File: config.mk
export PLATFORM = sky130hd
export DESIGN_NAME = conv3_encoder
export DESIGN_NICKNAME = d
export VERILOG_FILES = /design/src/rtl/conv3_pkg.sv /design/src/rtl/conv3_state.sv /design/src/rtl/conv3_taps.sv /design/src/rtl/conv3_tailctl.sv /design/src/rtl/conv3_outstage.sv /design/src/rtl/conv3_encoder.sv
export SDC_FILE = /design/constraint.sdc
export NUM_CORES = 1
export LEC_CHECK = 0
export BUFFER_PORTS_ARGS = -buffer_cell sky130_fd_sc_hd__buf_2
export CAP_MARGIN = 20
export CORE_UTILIZATION = 45
export DETAILED_ROUTE_END_ITERATION = 16
export PLACE_DENSITY = 0.66
export SYNTH_ARGS = -nofsm -noshare
export SYNTH_HDL_FRONTEND = slang
export SYNTH_SLANG_ARGS = --single-unit
File: constraint.sdc
create_clock -name clk -period 1.9 [get_ports clk]
set_input_delay 0.095 -clock clk [delete_from_list [all_inputs] [get_ports clk]]
set_output_delay 0.095 -clock clk [all_outputs]
set_load 0.02 [all_outputs]
File: src/rtl/conv3_pkg.sv
package conv3_pkg;
  localparam int CONSTR_LEN = 7;
  localparam int NUM_LANES  = 3;
  // lane 0 first: 117, 155, 127 (octal)
  localparam logic [NUM_LANES-1:0][CONSTR_LEN-1:0] DEF_GENS =
    {7'o127, 7'o155, 7'o117};
endpackage

File: src/rtl/conv3_state.sv
module conv3_state #(
  parameter int STATE_W = 6
) (
  input  logic               clk,
  input  logic               rst,
  input  logic               load,
  input  logic               clear,
  input  logic               u,
  output logic [STATE_W-1:0] cur,
  output logic [STATE_W-1:0] state_q
);
  // top bit holds the newest past input, bit 0 the oldest
  assign cur = clear ? '0 : state_q;

  always_ff @(posedge clk) begin
    if (rst) begin
      state_q <= '0;
    end else if (load) begin
      state_q <= {u, cur[STATE_W-1:1]};
    end else if (clear) begin
      state_q <= '0;
    end
  end
endmodule

File: src/rtl/conv3_taps.sv
module conv3_taps #(
  parameter int K    = 7,
  parameter int NOUT = 3,
  parameter logic [NOUT-1:0][K-1:0] GENS = conv3_pkg::DEF_GENS
) (
  input  logic            u,
  input  logic [K-2:0]    cur,
  output logic [NOUT-1:0] code
);
  logic [K-1:0] window;
  assign window = {u, cur};

  for (genvar g = 0; g < NOUT; g++) begin : g_lane
    assign code[g] = ^(window & GENS[g]);
  end
endmodule

File: src/rtl/conv3_tailctl.sv
module conv3_tailctl #(
  parameter int TAIL_LEN = 6
) (
  input  logic clk,
  input  logic rst,
  input  logic in_fire,
  input  logic in_last,
  input  logic tail_en,
  input  logic step,
  output logic flushing
);
  localparam int CW = $clog2(TAIL_LEN + 1);
  logic [CW-1:0] left_q;

  assign flushing = (left_q != '0);

  always_ff @(posedge clk) begin
    if (rst) begin
      left_q <= '0;
    end else if (in_fire && in_last && tail_en) begin
      left_q <= CW'(TAIL_LEN);
    end else if (step && flushing) begin
      left_q <= left_q - 1'b1;
    end
  end
endmodule

File: src/rtl/conv3_outstage.sv
module conv3_outstage #(
  parameter int NOUT = 3
) (
  input  logic            clk,
  input  logic            rst,
  input  logic            load,
  input  logic [NOUT-1:0] trip_in,
  output logic            free,
  output logic            par_valid,
  input  logic            par_ready,
  output logic [NOUT-1:0] par_bits,
  output logic            ser_valid,
  input  logic            ser_ready,
  output logic            ser_bit
);
  localparam int IW = $clog2(NOUT + 1);

  logic [NOUT-1:0] data_q;
  logic            full_q;
  logic            par_pend_q;
  logic [IW-1:0]   idx_q;
  logic            par_fire, ser_fire, par_done, ser_done, retire;

  assign par_valid = full_q && par_pend_q;
  assign ser_valid = full_q && (idx_q < IW'(NOUT));
  assign par_bits  = data_q;
  assign par_fire  = par_valid && par_ready;
  assign ser_fire  = ser_valid && ser_ready;

  always_comb begin
    ser_bit = 1'b0;
    for (int i = 0; i < NOUT; i++) begin
      if (idx_q == IW'(i)) ser_bit = data_q[i];
    end
  end

  assign par_done = !par_pend_q || par_fire;
  assign ser_done = (idx_q == IW'(NOUT)) || (ser_fire && idx_q == IW'(NOUT - 1));
  assign retire   = full_q && par_done && ser_done;
  assign free     = !full_q || retire;

  always_ff @(posedge clk) begin
    if (rst) begin
      data_q     <= '0;
      full_q     <= 1'b0;
      par_pend_q <= 1'b0;
      idx_q      <= '0;
    end else if (load) begin
      data_q     <= trip_in;
      full_q     <= 1'b1;
      par_pend_q <= 1'b1;
      idx_q      <= '0;
    end else if (retire) begin
      full_q     <= 1'b0;
      par_pend_q <= 1'b0;
    end else begin
      if (par_fire) par_pend_q <= 1'b0;
      if (ser_fire) idx_q <= idx_q + 1'b1;
    end
  end
endmodule

File: src/rtl/conv3_encoder.sv
module conv3_encoder #(
  parameter int K    = conv3_pkg::CONSTR_LEN,
  parameter int NOUT = conv3_pkg::NUM_LANES,
  parameter logic [NOUT-1:0][K-1:0] GENS = conv3_pkg::DEF_GENS
) (
  input  logic            clk,
  input  logic            rst,
  input  logic            in_valid,
  output logic            in_ready,
  input  logic            in_bit,
  input  logic            blk_start,
  input  logic            in_last,
  input  logic            tail_en,
  output logic            par_valid,
  input  logic            par_ready,
  output logic [NOUT-1:0] par_bits,
  output logic            ser_valid,
  input  logic            ser_ready,
  output logic            ser_bit
);
  localparam int STATE_W  = K - 1;
  localparam int TAIL_LEN = STATE_W;

  logic               flushing, free, load, in_fire, start_eff, src_bit;
  logic [STATE_W-1:0] cur, state_q;
  logic [NOUT-1:0]    code;

  assign in_ready  = !flushing && free;
  assign in_fire   = in_valid && in_ready;
  assign load      = free && (flushing || in_valid);
  assign src_bit   = flushing ? 1'b0 : in_bit;
  assign start_eff = blk_start && !flushing;

  conv3_state #(.STATE_W(STATE_W)) u_state (
    .clk(clk), .rst(rst), .load(load), .clear(start_eff), .u(src_bit),
    .cur(cur), .state_q(state_q)
  );

  conv3_taps #(.K(K), .NOUT(NOUT), .GENS(GENS)) u_taps (
    .u(src_bit), .cur(cur), .code(code)
  );

  conv3_tailctl #(.TAIL_LEN(TAIL_LEN)) u_tail (
    .clk(clk), .rst(rst), .in_fire(in_fire), .in_last(in_last),
    .tail_en(tail_en), .step(load), .flushing(flushing)
  );

  conv3_outstage #(.NOUT(NOUT)) u_out (
    .clk(clk), .rst(rst), .load(load), .trip_in(code), .free(free),
    .par_valid(par_valid), .par_ready(par_ready), .par_bits(par_bits),
    .ser_valid(ser_valid), .ser_ready(ser_ready), .ser_bit(ser_bit)
  );
endmodule

Word-level counts from Yosys, hierarchy flattened --
Index checks and enable logic that the tools add are counted.
Storage, ports and cells: bits in registers 16, input port bits 9, output and inout port bits 7, logic and storage cells 59
Operators by class: add/subtract/negate cells 2, $lt $le $gt $ge 1, eq/ne operators 3, mux-type cells 13, bitwise logic cells 1, reductions and logical operators 32
Operators by type and width (number):
- XOR reduction 7 bit | 3
- logical AND 1 bit | 14
- 2-to-1 mux 6 bit | 2
- 2-to-1 mux 1 bit | 9
- 2-to-1 mux 3 bit | 2
- nonzero test 3 bit | 2
- equality test 2 bit, second input constant | 2
- logical OR 1 bit | 4
- nonzero test 2 bit | 2
- OR reduction 2 bit | 2
- zero test 1 bit | 3
- subtractor 3 x 1 -> 3 bit, second input constant | 1
- adder 2 x 1 -> 2 bit, second input constant | 1
- equality test 2 x 1 -> 1 bit, second input constant | 1
- zero test 2 bit | 1
- less-than comparator 2 bit, second input constant | 1
- AND reduction 2 bit | 1
- inverter 1 bit | 1

Longest topological paths before layout --
word-level depth 12, depth in mapped cells 8, depth with buffers taken out 7

Modules after synthesis --
A second synthesis with hierarchy kept.
Second synthesis, totals: cells, all modules 99, area, all modules 970.9 µm²
Modules (own cells, without submodules):
- conv3_outstage | instances 1, cells each 43, area an instance 397.9 µm², sequential area each 140.1 µm²
- conv3_state | instances 1, cells each 27, area an instance 265.3 µm², sequential area each 120.1 µm²
- conv3_tailctl | instances 1, cells each 17, area an instance 175.2 µm², sequential area each 60.1 µm²
- conv3_taps | instances 1, cells each 7, area an instance 88.8 µm², sequential area each 0.0 µm²
- conv3_encoder | instances 1, cells each 5, area an instance 43.8 µm², sequential area each 0.0 µm²

Worst setup path after synthesis --
Ideal clock, no wire load.
kind reg-to-reg, from register u_tail.left_q[0], to register u_state.state_q[0], setup time 0.118 ns, arrival time 1.556 ns, required time 1.782 ns, slack 0.226 ns, cell stages (with the launch flop) 9, path buffers 1, clock period less this slack 1.674 ns, path through dfxtp_1 -> inv_1 -> ha_1 -> ha_1 -> nor2b_1 -> a211oi_2 -> buf_4 -> mux2i_1 -> nor2_1
Between the ends: word-level cells in the longest chain between the ends 5, elaborated cells on any way between the ends 7, classes of those cells 2 x mux; 5 x reduce/logical
RTL lines:
- start, declared | line conv3_tailctl.sv:13 | logic [CW-1:0] left_q;
- start signal, assigned | line conv3_tailctl.sv:21 | left_q <= CW'(TAIL_LEN);
- start signal, assigned | line conv3_tailctl.sv:23 | left_q <= left_q - 1'b1;
- nonzero test 3 bit (*) | line conv3_tailctl.sv:15 | assign flushing = (left_q != '0);
- zero test 1 bit | line conv3_encoder.sv:32 | assign start_eff = blk_start && !flushing;
- logical AND 1 bit | line conv3_encoder.sv:32
- 2-to-1 mux 6 bit
- 2-to-1 mux 6 bit (*) | line conv3_state.sv:18 | end else if (load) begin
- end signal, assigned | line conv3_state.sv:19 | state_q <= {u, cur[STATE_W-1:1]};
- end, declared | line conv3_state.sv:10 | output logic [STATE_W-1:0] state_q
Every way passes the cells marked *; elsewhere a longest branch is shown, timed or not. A chain may end at the register's enable or synchronous reset.

Worst setup path after layout --
from register u_tail.left_q[0], to register u_out.data_q[2] (netlist: u_out.par_bits[2])
Between the ends: word-level cells in the longest chain between the ends 5, elaborated cells on any way between the ends 8, classes of those cells 2 x mux; 6 x reduce/logical
RTL lines:
- nonzero test 3 bit (*) | line conv3_tailctl.sv:15
- zero test 1 bit | line conv3_encoder.sv:32
- logical AND 1 bit | line conv3_encoder.sv:32
- 2-to-1 mux 6 bit
- XOR reduction 7 bit | line conv3_taps.sv:14 | assign code[g] = ^(window & GENS[g]);
- end signal, assigned | line conv3_outstage.sv:49 | data_q <= trip_in;
- end, declared | line conv3_outstage.sv:18 | logic [NOUT-1:0] data_q;
Marked as above.

==> out/metrics.yaml <==
maxClockFrequency_mhz: 562
drive_gt1_share_pct: 23.6
cts_root_buf: "clkbuf_4"
crit_arrival_ns: 1.97
vias: 898
cpPeakStageDelay_ns: 0.36
areaGrowthSynthToFinish_pct: 16.3
grt_pass1_vias: 870
fin_hold_ws_ns: 0.0960
cp.required_ns: 2.09
drc: 0
syn_area_per_cell_um2: 8.69
worstMarginPinSlew_ns: 0.319
place_ws_ns: 0.135
grt_usage_pct: 18.3
clk_pin_slew_worst_paths_ns: 0.10
finalWorstSetupSlack_ns: 0.122
layout_min_cycle_time_ns: 1.78
ys_seq_area_share_pct: 30.5
postRouteAntennaNets: 0
grt_max_degree: 15
clock-sinks: 16
n_antenna_cell: 0
yosysWarningCount: 0
outcome: "complete, no violations"
finClkSkew_ns: 0.000977
wl_mm: 2.06
dr.pass1.iters: 4
avgViaCountPerCell: 5.35
dp.final_hpwl_mm: 1.58
die_y_um: 50.3
synth_top_area_share_pct: 30.5
netlist_area_um2: 1050
synth_nets: 136
slew_violations: 0
power.leakage_nw: 0.488
maxCapViolations: 0
max-clock-path-buffers: 2
numCtsBuffers: 3
drt_iter0_markers: 16
post-route-period-util_pct: 93.6
criticalPathCategory: "reg -> reg"
dieArea_um2: 2530
cts_max_level: 1
hold_violations: 0
core.rowCount: 17
cpMostUsedCell: "ha_1"
io_pins: 16
ir_worst_vdd_mv: 0.925
gp_congestion: 0.754
worst-path-max-fanout: 12
antenna_found_initial: 0
wl_per_cell_um: 12.3
critPathSlowestCell: "dfxtp_1"
synth_cells: 121
cp-start-kind: "flip-flop"
maxSlewHeadroom_pct: 78.5
synth_top_area_cell: "dfxtp_1"
cp-end-kind: "flip-flop"
path_cells: "inv_1 -> ha_1 -> ha_1 -> nor2b_1 -> a211oi_2 -> buf_4 -> nor2_1 -> a22o_1"
port_buffers: 15
dpl_cell_area_um2: 1170
synth_seq_cells: 16
nets: 156
fin_area_um2: 1220
setup_viol: 0
synth-edff-count: 0
synthDistinctLibCells: 39
path_delay_family: "compound AO/OA/AOI/OAI gates"
post-route-util_pct: 55.3
fillers: 234
grt_pass1_wl_mm: 3.55
total_power_mw: 1.44
dpl.cell_count: 164
power.density_nw_per_um2: 1180
instances_no_fill: 168
core-area_um2: 2210
grt_overflow_total: 0
start_util_pct: 47.5
rsz0062_at_grt: "false"
crit_buf_inv: 2
hp-class: "in -> reg"
synth_area_leaders: "dfxtp_1, ha_1, mux2i_1"
synthArstFlopShare_pct: 0
setup_tns_ns: 0
layout_common_cells: "buf_2, dfxtp_1, nor2_1"
die_w_um: 50.3
synth_flop_cell: "dfxtp_1"
clk_latency_ns: 0.29
cts_tree: "built"
==> report_power, final <==
| group | internal, mW | total, mW | switching, mW | leakage, nW |
|---|---|---|---|---|
| clock network | 0.117 | 0.229 | 0.112 | 0.0210 |
| registers | 0.407 | 0.461 | 0.0536 | 0.131 |
| logic | 0.335 | 0.755 | 0.420 | 0.336 |
==> state kept, by name (all words and copies together) (netlist names) <==
name and cells:
u_out.full_q 1, u_tail.left_q 3, u_out.idx_q 2, u_out.par_bits 3, u_out.par_pend_q 1, u_state.state_q 6
==> synth_stat cells, drive strengths merged (2+ instances only) <==
library cell   n
a211oi         8
a21oi          5
and2           2
clkbuf         3
dfxtp         16
ha             6
inv            9
mux2i          7
nand2          8
nand2b         8
nand3          3
nor2          12
nor2b          2
nor3           3
o21ai          4
o21bai         2
xnor2          6
==> final timing paths <==
kind	from	to	slack (ns)	depth (start not counted)
max	u_tail.left_q[0]$_SDFFE_PP0P_	u_out.par_bits[2]$_SDFFE_PP0P_	0.12	8
min reg2reg	u_tail.left_q[0]$_SDFFE_PP0P_	u_tail.left_q[0]$_SDFFE_PP0P_	0.49	2
max reg2reg	u_tail.left_q[0]$_SDFFE_PP0P_	u_out.par_bits[2]$_SDFFE_PP0P_	0.12	8
min	in_valid	u_out.par_bits[1]$_SDFFE_PP0P_	0.1	2
==> final cells by class <==
cell class | instances | area [µm²] | area share (%)
Multi-Input combinational cell | 92 | 691 | 56.5
Sequential cell | 16 | 322 | 26.3
Timing Repair Buffer | 19 | 105 | 8.60
Clock buffer | 4 | 36.3 | 2.97
Tap cell | 28 | 35.0 | 2.87
Inverter | 9 | 33.8 | 2.76
==> kinds of logic (layout without fill, tap and decap cells) <==
kind of cell             count (synthesis)  after routing  share of synthesized area (%)
AO/OA/AOI/OAI                           27             27                           20.1
adder cells (fa/ha/maj)                  6              6                           7.14
XOR/XNOR                                 8              8                           8.69
flip-flops                              16             16                           30.5
buffers and inverters                   13             32                           5.12
multiplexers                             7              7                           6.67
AND/OR/NAND/NOR                         44             44                           21.8
==> routing by layer <==
metal  vias to the layer above  track usage [%]  wire (µm)
li1                        461                -          -
met1                       422             22.3        983
met2                        13             32.2        999
met3                         2             2.73         64
met4                         0             6.94         12
met5                         -                0          0
==> repair_timing <==
| action | in CTS | in global routing |
|---|---|---|
| endpoints found under the setup margin | 1 | 3 |
| hold buffers | 0 | 0 |
| pin swaps | 0 | 1 |
| gates cloned | 0 | 0 |
| gates resized for setup | 1 | 2 |
| buffers inserted | 0 | 0 |
No activity file was read; power rests on OpenSTA's default activity.
